`src/rtl/irqm_pkg.sv`:
```
package irqm_pkg;
  typedef enum logic [2:0] {
    REG_CSET  = 3'd0,
    REG_CCLR  = 3'd1,
    REG_MSET  = 3'd2,
    REG_MCLR  = 3'd3,
    REG_THROT = 3'd4,
    REG_TXDLY = 3'd5,
    REG_RXDLY = 3'd6,
    REG_RXTMR = 3'd7
  } irqm_reg_e;

  localparam int N_CAND = 3;
endpackage

```
`src/rtl/irqm_regs.sv`:
```
module irqm_regs
  import irqm_pkg::*;
#(
  parameter int CAUSE_W = 32,
  parameter int DLY_W   = 16
) (
  input  logic               clk,
  input  logic               rst_n,
  input  logic [CAUSE_W-1:0] ev_set,
  input  logic               wr_en,
  input  irqm_reg_e          wr_sel,
  input  logic [31:0]        wr_data,
  input  logic               rd_clr,
  output logic [CAUSE_W-1:0] cause_q,
  output logic [CAUSE_W-1:0] mask_q,
  output logic [CAUSE_W-1:0] cause_nxt,
  output logic [CAUSE_W-1:0] mask_nxt,
  output logic [DLY_W-1:0]   thr_q,
  output logic [DLY_W-1:0]   txdly_q,
  output logic [DLY_W-1:0]   rxdly_q,
  output logic [DLY_W-1:0]   rxtmr_q
);
  logic [CAUSE_W-1:0] wdat;
  assign wdat = wr_data[CAUSE_W-1:0];

  always_comb begin
    cause_nxt = rd_clr ? '0 : cause_q;
    mask_nxt  = mask_q;
    if (wr_en) begin
      case (wr_sel)
        REG_CSET: cause_nxt = cause_nxt | wdat;
        REG_CCLR: cause_nxt = cause_nxt & ~wdat;
        REG_MSET: mask_nxt  = mask_q | wdat;
        REG_MCLR: mask_nxt  = mask_q & ~wdat;
        default:  ;
      endcase
    end
    cause_nxt = cause_nxt | ev_set;
  end

  always_ff @(posedge clk) begin
    if (!rst_n) begin
      cause_q <= '0;
      mask_q  <= '0;
      thr_q   <= '0;
      txdly_q <= '0;
      rxdly_q <= '0;
      rxtmr_q <= '0;
    end else begin
      cause_q <= cause_nxt;
      mask_q  <= mask_nxt;
      if (wr_en) begin
        case (wr_sel)
          REG_THROT: thr_q   <= wr_data[DLY_W-1:0];
          REG_TXDLY: txdly_q <= wr_data[DLY_W-1:0];
          REG_RXDLY: rxdly_q <= wr_data[DLY_W-1:0];
          REG_RXTMR: rxtmr_q <= wr_data[DLY_W-1:0];
          default:   ;
        endcase
      end
    end
  end

  // cleared bits are gone unless an event re-raised them
  a_r2_clear_removes: assert property (@(posedge clk) disable iff (!rst_n)
    (wr_en && wr_sel == REG_CCLR && ev_set == '0)
      |=> ((cause_q & $past(wdat)) == '0));

  // mask-set bits are present afterwards
  a_r3_mask_set: assert property (@(posedge clk) disable iff (!rst_n)
    (wr_en && wr_sel == REG_MSET) |=> ((mask_q & $past(wdat)) == $past(wdat)));

  // read-and-clear with no concurrent source empties the register
  a_r5_read_clears: assert property (@(posedge clk) disable iff (!rst_n)
    (rd_clr && !wr_en && ev_set == '0) |=> (cause_q == '0));
endmodule

```
`src/rtl/irqm_delay_sel.sv`:
```
module irqm_delay_sel
  import irqm_pkg::*;
#(
  parameter int W = 18
) (
  input  logic [N_CAND-1:0][W-1:0] cand,
  output logic [W-1:0]             pick
);
  logic [N_CAND-1:0] nz;

  for (genvar gi = 0; gi < N_CAND; gi++) begin : g_nz
    assign nz[gi] = |cand[gi];
  end

  always_comb begin
    pick = '0;
    for (int i = 0; i < N_CAND; i++) begin
      if (nz[i] && (pick == '0 || cand[i] < pick)) pick = cand[i];
    end
  end
endmodule

```
`src/rtl/irqm_timer.sv`:
```
module irqm_timer #(
  parameter int CNT_W = 27
) (
  input  logic             clk,
  input  logic             rst_n,
  input  logic             start,
  input  logic [CNT_W-1:0] load,
  output logic             running,
  output logic             expire
);
  logic [CNT_W-1:0] cnt_q;

  assign expire = running && (cnt_q == CNT_W'(1));

  always_ff @(posedge clk) begin
    if (!rst_n) begin
      running <= 1'b0;
      cnt_q   <= '0;
    end else if (start) begin
      running <= 1'b1;
      cnt_q   <= load;
    end else if (running) begin
      if (expire) running <= 1'b0;
      cnt_q <= cnt_q - CNT_W'(1);
    end
  end

  // a running countdown is never restarted
  a_r9_no_restart: assert property (@(posedge clk) disable iff (!rst_n)
    start |-> !running);

  // the timer keeps running until its count reaches the end
  a_r6_runs_to_end: assert property (@(posedge clk) disable iff (!rst_n)
    (running && !expire) |=> running);
endmodule

```
`src/rtl/irq_moderator.sv`:
```
module irq_moderator
  import irqm_pkg::*;
#(
  parameter int          CAUSE_W  = 32,
  parameter int          DLY_W    = 16,
  parameter int          UNIT_CYC = 256,
  parameter logic [31:0] TX_MASK  = 32'h0000_0003,
  parameter int          RX_BIT   = 7
) (
  input  logic               clk,
  input  logic               rst_n,
  input  logic [CAUSE_W-1:0] ev_set,
  input  logic               txd_ide,
  input  logic               wr_en,
  input  logic [2:0]         wr_addr,
  input  logic [31:0]        wr_data,
  input  logic               rd_cause,
  output logic [CAUSE_W-1:0] rd_data,
  output logic               irq
);
  localparam int CW    = DLY_W + 2;
  localparam int CNT_W = CW + $clog2(UNIT_CYC + 1);

  logic [CAUSE_W-1:0] cause_q, mask_q, cause_nxt, mask_nxt, pend_nxt;
  logic [DLY_W-1:0]   thr_q, txdly_q, rxdly_q, rxtmr_q;
  logic [N_CAND-1:0][CW-1:0] cand;
  logic [CW-1:0]      pick;
  logic [CNT_W-1:0]   load;
  logic               tm_run, tm_exp, tm_start;
  logic               irq_q, irq_d, ide_q, any_nxt;

  irqm_regs #(.CAUSE_W(CAUSE_W), .DLY_W(DLY_W)) u_regs (
    .clk(clk), .rst_n(rst_n), .ev_set(ev_set), .wr_en(wr_en),
    .wr_sel(irqm_reg_e'(wr_addr)), .wr_data(wr_data), .rd_clr(rd_cause),
    .cause_q(cause_q), .mask_q(mask_q), .cause_nxt(cause_nxt),
    .mask_nxt(mask_nxt), .thr_q(thr_q), .txdly_q(txdly_q),
    .rxdly_q(rxdly_q), .rxtmr_q(rxtmr_q)
  );

  assign pend_nxt = cause_nxt & mask_nxt;
  assign any_nxt  = |pend_nxt;

  assign cand[0] = {2'b00, thr_q};
  assign cand[1] = (ide_q && |(pend_nxt & TX_MASK[CAUSE_W-1:0]))
                   ? {txdly_q, 2'b00} : '0;
  assign cand[2] = ((|rxtmr_q) && pend_nxt[RX_BIT]) ? {rxdly_q, 2'b00} : '0;

  irqm_delay_sel #(.W(CW)) u_sel (.cand(cand), .pick(pick));

  assign load = CNT_W'(pick) * CNT_W'(UNIT_CYC);

  always_comb begin
    tm_start = 1'b0;
    irq_d    = any_nxt;
    if (tm_exp) begin
      irq_d = any_nxt;
    end else if (!irq_q && any_nxt) begin
      if (tm_run) begin
        irq_d = 1'b0;
      end else if (pick != '0) begin
        tm_start = 1'b1;
        irq_d    = 1'b0;
      end else begin
        irq_d = 1'b1;
      end
    end
  end

  irqm_timer #(.CNT_W(CNT_W)) u_tmr (
    .clk(clk), .rst_n(rst_n), .start(tm_start), .load(load),
    .running(tm_run), .expire(tm_exp)
  );

  always_ff @(posedge clk) begin
    if (!rst_n) begin
      irq_q <= 1'b0;
      ide_q <= 1'b0;
    end else begin
      irq_q <= irq_d;
      ide_q <= (tm_start ? 1'b0 : ide_q) | txd_ide;
    end
  end

  assign irq     = irq_q;
  assign rd_data = cause_q;

  // the line is only high while something is pending
  a_r4_line_needs_pending: assert property (@(posedge clk) disable iff (!rst_n)
    irq_q |-> (|(cause_q & mask_q)));

  // the line never rises while the countdown is still running
  a_r9_rise_only_idle: assert property (@(posedge clk) disable iff (!rst_n)
    $rose(irq_q) |-> !tm_run);

  // starting the countdown consumes the delay-enable flag
  a_r10_start_drops_flag: assert property (@(posedge clk) disable iff (!rst_n)
    (tm_start && !txd_ide) |=> !ide_q);
endmodule

```
`config.mk`:
```
export PLATFORM = sky130hd
export DESIGN_NAME = irq_moderator
export DESIGN_NICKNAME = d
export VERILOG_FILES = /design/src/rtl/irqm_pkg.sv /design/src/rtl/irqm_regs.sv /design/src/rtl/irqm_delay_sel.sv /design/src/rtl/irqm_timer.sv /design/src/rtl/irq_moderator.sv
export SDC_FILE = /design/constraint.sdc
export NUM_CORES = 1
export LEC_CHECK = 0
export BUFFER_PORTS_ARGS = -buffer_cell sky130_fd_sc_hd__buf_2
export CAP_MARGIN = 15
export CORE_UTILIZATION = 60
export CTS_CLUSTER_DIAMETER = 30
export DETAILED_ROUTE_END_ITERATION = 10
export PLACE_DENSITY = 0.85
export RECOVER_POWER = 25
export REMOVE_ABC_BUFFERS = 1
export SETUP_SLACK_MARGIN = 0.2
export SLEW_MARGIN = 20
export SYNTH_ARGS = -nofsm -noshare
export SYNTH_HDL_FRONTEND = slang
export SYNTH_HIERARCHICAL = 1
export SYNTH_SLANG_ARGS = --single-unit
```
`constraint.sdc`:
```
create_clock -name clk -period 9.2 [get_ports clk]
set_clock_uncertainty 0.05 [all_clocks]
set_input_delay 0.92 -clock clk [delete_from_list [all_inputs] [get_ports clk]]
set_output_delay 0.92 -clock clk [all_outputs]
set_load 0.02 [all_outputs]
```
* After elaboration in Yosys (flattened, before gate mapping)
Cells that the tools add are included. W data, S select, Z words.
Word-level totals: register bits after elaboration 158, input bits 72, output and inout port bits 33
Cells by class: add/subtract/negate cells 1, order comparisons 2, eq/ne operators 8, multiplexer cells 24, bitwise logic cells 9, reduce and logical (&&, ||, !) cells 25
Operator list (count):
- $pmux W32 S2 | 2
- $and A32 B32 Y32 | 3
- $mux W32 | 3
- $or A32 B32 Y32 | 3
- $mux W18 | 4
- $mux W26 | 2
- $logic_not A18 Y1 | 2
- $lt A18 B18 Y1 | 2
- $reduce_or A18 Y1 | 2
- $not A32 Y32 | 1
- $reduce_or A16 Y1 | 2
- $reduce_or A32 Y1 | 1
- $eq A27 B1 Y1 const B | 1
- $sub A27 B1 Y27 const B | 1
- $reduce_bool A18 Y1 | 1
- $mux W16 | 1
- $eq A3 B3 Y1 const B | 4
- $mux W1 | 12
- $reduce_and A2 Y1 | 4
- $eq A3 B2 Y1 const B | 2
- $logic_and A1 B1 Y1 | 6
- $reduce_or A2 Y1 | 2
- $eq A3 B1 Y1 const B | 1
- $logic_not A3 Y1 | 1
- 5 further kinds | 6

* Longest topological paths before layout
depth in word-level cells 24, mapped depth 35, depth with buffers taken out 28

* By module
Netlist, hierarchy kept.
By module, submodules not included:
- irqm_regs | times used 1, cells an instance 691, area each 5861.9 µm², seq. area each 2562.5 µm²
- irqm_timer | times used 1, cells an instance 174, area each 1492.7 µm², seq. area each 560.5 µm²
- irqm_delay_sel | times used 1, cells an instance 196, area each 1475.2 µm², seq. area each 0.0 µm²
- irq_moderator | times used 1, cells an instance 78, area each 543.0 µm², seq. area each 40.0 µm²

* Worst setup path before layout
Ideal clock, no wire load.
path type input to register, start in wr_addr[2], end reg u_tmr.cnt_q[3], library setup time 0.116 ns, data arrival time 7.605 ns, data required time 9.034 ns, slack 1.429 ns, stages on the path 32, buffers on the path 8, path through buf_4 clkbuf_1 nand4b_1 mux2i_1 a22oi_1 nor2b_1 clkbuf_1 and2_1 ha_1 a21o_1 a21o_1 a21oi_1 o211ai_2 a21oi_2 buf_2 a22oi_1 ha_1 nand2_1 or3_1 or4_4 o31ai_2 buf_6 buf_12 mux2i_1 or4_1 or4_4 and3_2 inv_1 clkbuf_1 clkbuf_1 nand2_1 o211a_1
RTL lines:
- from (decl) | RTL line irq_moderator.sv:15 | input logic [2:0] wr_addr,
- to (signal assigned) | RTL line irqm_timer.sv:21 | cnt_q <= load;
- to (signal assigned) | RTL line irqm_timer.sv:24 | cnt_q <= cnt_q - CNT_W'(1);
- to (decl) | RTL line irqm_timer.sv:11 | logic [CNT_W-1:0] cnt_q;

==> impl_metrics.env <==
export IMPL_vias=8826
export IMPL_register_area_sq_um=3160
export IMPL_drc=0
export IMPL_htree_num_levels=4
export IMPL_r2r_start="u_regs/cause_q[0]"
export IMPL_cts_tree="built"
export IMPL_slew_violations=161
export IMPL_detailed_place_hpwl_microns=17900
export IMPL_rr_worst_depth=29
export IMPL_fin_crit_ns=8.58
export IMPL_rsz0062_at_grt="false"
export IMPL_ant_nets=0
export IMPL_crit_start="wr_en"
export IMPL_std_cell_rows=45
export IMPL_multiInputGateArea_sq_um=5650
export IMPL_die_area_sq_um=16100
export IMPL_path_class="in2reg"
export IMPL_ctsHoldBuffers=0
export IMPL_syn_avg_cell_area_sq_um=8.23
export IMPL_num_fill_cells=1189
export IMPL_mostFrequentLayoutCells="nand2_1 (191), dfxtp_1 (158), inv_1 (92)"
export IMPL_wl_microns=26000
export IMPL_path_max_fanout=28
export IMPL_antenna_found_initial=1
export IMPL_synthesis_area_sq_um=9370
export IMPL_max_freq_mhz=117
export IMPL_finalPower_mw=2.01
export IMPL_insertion_delay_ns=0.43
export IMPL_cp_slowest_stage_delay_ns=0.58
export IMPL_cts_made_buffers=17
export IMPL_whs_ns=0.411
export IMPL_relSlewSlack_pct=-162
export IMPL_final_common_cell="nand2_1"
export IMPL_p_leak_nw=4.36
export IMPL_first_pass_iters=6
export IMPL_cellPowerDensity_nw_per_um2=189
export IMPL_ir_drop_mv=0.139
export IMPL_fp_dieW_microns=127
export IMPL_cp_end_kind="flop"
export IMPL_cp_num_cells=30
export IMPL_worst_ep_required_time_ns=9.50
export IMPL_outcome="complete, but fails checks"
export IMPL_port_buffers=104
export IMPL_violations="capacitance limit, slew limit"
export IMPL_ys_types=71
export IMPL_wire_per_inst_microns=18.0
export IMPL_io_pins=105
export IMPL_postSynth_asyncResetShare_pct=0
export IMPL_cpMostUsedCell="o21ai_0"
export IMPL_slowest_stage="or4_1"
export IMPL_crit_path_start_kind="input pin"
export IMPL_synthToLayoutAreaGrowth_pct=13.7
export IMPL_root_buffer="clkbuf_16"
export IMPL_critPathArrivalTime_ns=8.88
export IMPL_min_period_over_period_pct=93.3
export IMPL_synth_flop_cell="dfxtp_1"
export IMPL_finalSetupViolCount=0
export IMPL_drt_iter0_markers=802
export IMPL_hold_depth=2
export IMPL_grt_max_degree=116
export IMPL_via_per_inst=6.13
export IMPL_initial_utilization_pct=61.7
export IMPL_grt_overflow_total=0
export IMPL_final_layout_size_suffix_gt1_share_pct=12.5
export IMPL_die_h_microns=127
export IMPL_grt_use_total_pct=32.5
export IMPL_dpl_cell_area_sq_um=10000
export IMPL_grt_first_pass_wirelength_microns=41200
export IMPL_final_net_count=1346
export IMPL_synth_enable_flop_cells=0
export IMPL_path_buf_inv=5
export IMPL_holdCritPathClass="reg2reg"
export IMPL_clock_path_buffers=2
export IMPL_path_clk_slew_ns=0.07
export IMPL_cap_viol_max_count=2
export IMPL_final_area_sq_um=10700
export IMPL_ys_seq_area_share_pct=33.7
export IMPL_grt_pass1_vias=8132
export IMPL_synth_seq_cells=158
export IMPL_worst_slew_pin_slew_ns=3.93
export IMPL_crit_family="simple AND/OR/NAND/NOR gates"
export IMPL_core_area_sq_um=15200
export IMPL_cts_sinks=158
export IMPL_report_final_hold_viol_count=0
export IMPL_ys_warn_count=6
export IMPL_postSynthCellCount=1139
export IMPL_routabilityCongestion=0.972
export IMPL_hold_start="u_regs/rxdly_q[8]"
==> cell type report <==
class / count / area share (%)
clock inverter: 15 / 1.81
sequential: 158 / 29.7
antenna: 1 / 0.0235
tap: 188 / 2.21
timing repair buffer: 124 / 5.91
inverter: 93 / 3.31
clock buffer: 17 / 3.99
multi-input combinational: 844 / 53.1
==> Yosys cell counts, types with 7 or more instances <==
master | instances | share of area (%)
ha_1 | 36 | 4.8
a21oi_1 | 36 | 1.9
a211o_1 | 17 | 1.6
clkbuf_1 | 38 | 1.5
buf_2 | 17 | 0.91
a22oi_1 | 27 | 2.2
or3_1 | 13 | 0.87
nor2b_1 | 19 | 1.3
a21boi_0 | 71 | 5.7
or4_4 | 7 | 0.84
or4_1 | 12 | 0.96
and2_1 | 65 | 4.3
a31oi_1 | 28 | 1.9
a21boi_1 | 25 | 2.0
dfxtp_1 | 158 | 34
inv_1 | 93 | 3.7
o21ai_2 | 10 | 0.93
o21ai_0 | 42 | 2.2
nor2_1 | 8 | 0.32
mux2i_1 | 53 | 5.7
nand4b_1 | 34 | 3.2
nand3_1 | 7 | 0.37
nor4_1 | 20 | 1.3
nand4_1 | 15 | 1.0
nand2_1 | 191 | 7.6
==> what timing repair did <==
| action | in CTS | in global routing |
|---|---|---|
| buffers inserted | 0 | 2 |
| resized for setup | 0 | 3 |
| setup endpoints to repair | 0 | 24 |
==> flip-flops by register name (all words and copies together), names as in the netlist <==
signal and flops:
u_regs/cause_q 32, u_regs/txdly_q 16, u_regs/thr_q 16, u_regs/rxtmr_q 16
u_regs/rxdly_q 16, u_regs/mask_q 32, ide_q 1, u_tmr/running 1
u_tmr/cnt_q 27, irq 1
==> kinds of logic (layout without fill, tap and decap cells) <==
| kind of cell | Yosys count | in the layout | synth area share (%) |
|---|---|---|---|
| DFF | 158 | 158 | 33.7 |
| and+or+nand+nor | 420 | 420 | 24.9 |
| buffers and inverters | 165 | 249 | 7.58 |
| other | 1 | 29 | 0.0400 |
| muxes | 53 | 53 | 5.66 |
| AOI/OAI and AO/OA | 295 | 296 | 22.3 |
| xor gates and xnor gates | 11 | 11 | 1.03 |
| adders and majority gates | 36 | 36 | 4.81 |
==> power by group <==
part | internal [mW] | switching, mW | leakage (nW) | total (mW)
clock network | 0.394 | 0.336 | 0.302 | 0.730
registers | 0.749 | 0.0617 | 1.29 | 0.810
logic | 0.195 | 0.279 | 2.76 | 0.474
total | 1.34 | 0.676 | 4.36 | 2.01
==> worst paths after layout <==
kind	endpoint	slack, ns
worst max-delay path	u_tmr/cnt_q[20]	0.62
worst min-delay path	u_regs/rxdly_q[8]	0.41
worst max register to register	u_tmr/cnt_q[20]	1.55
worst min register to register	u_regs/rxdly_q[8]	0.41
==> stage by stage <==
step                instances  setup slack [ns]  util, %  TNS [ns]
floorplan                1094            -0.749        -    -14.24
global placement         1404             0.176     66.0         0
detailed placement       1404           -0.0661     66.0    -0.276
CTS                      1436             0.334     70.1         0
global route             1439             0.156     70.1         0
finish                   1440             0.620     70.1         0
==> worst reg2reg max path: cells and delay by family (launching register included) <==
| family | cells | cell delay (ns) |
|---|---|---|
| AOI/OAI and AO/OA | 12 | 2.87 |
| and+or+nand+nor | 9 | 2.67 |
| buffers and inverters | 5 | 1.03 |
| adders and majority gates | 2 | 0.43 |
| DFF | 1 | 0.34 |
| muxes | 1 | 0.19 |
==> per-layer routing <==
layer  share of wire, %  track usage, %  wire length [microns]  vias to the layer above
met3                7.8            6.87                   2030                       74
li1                   -               -                      -                     4215
met4                3.5            15.1                    907                        0
met2                 47            52.7                  12100                      409
met1                 42            41.3                  10900                     4128
met5                  0               0                      0                        -
(Power assumes the default switching activity.)
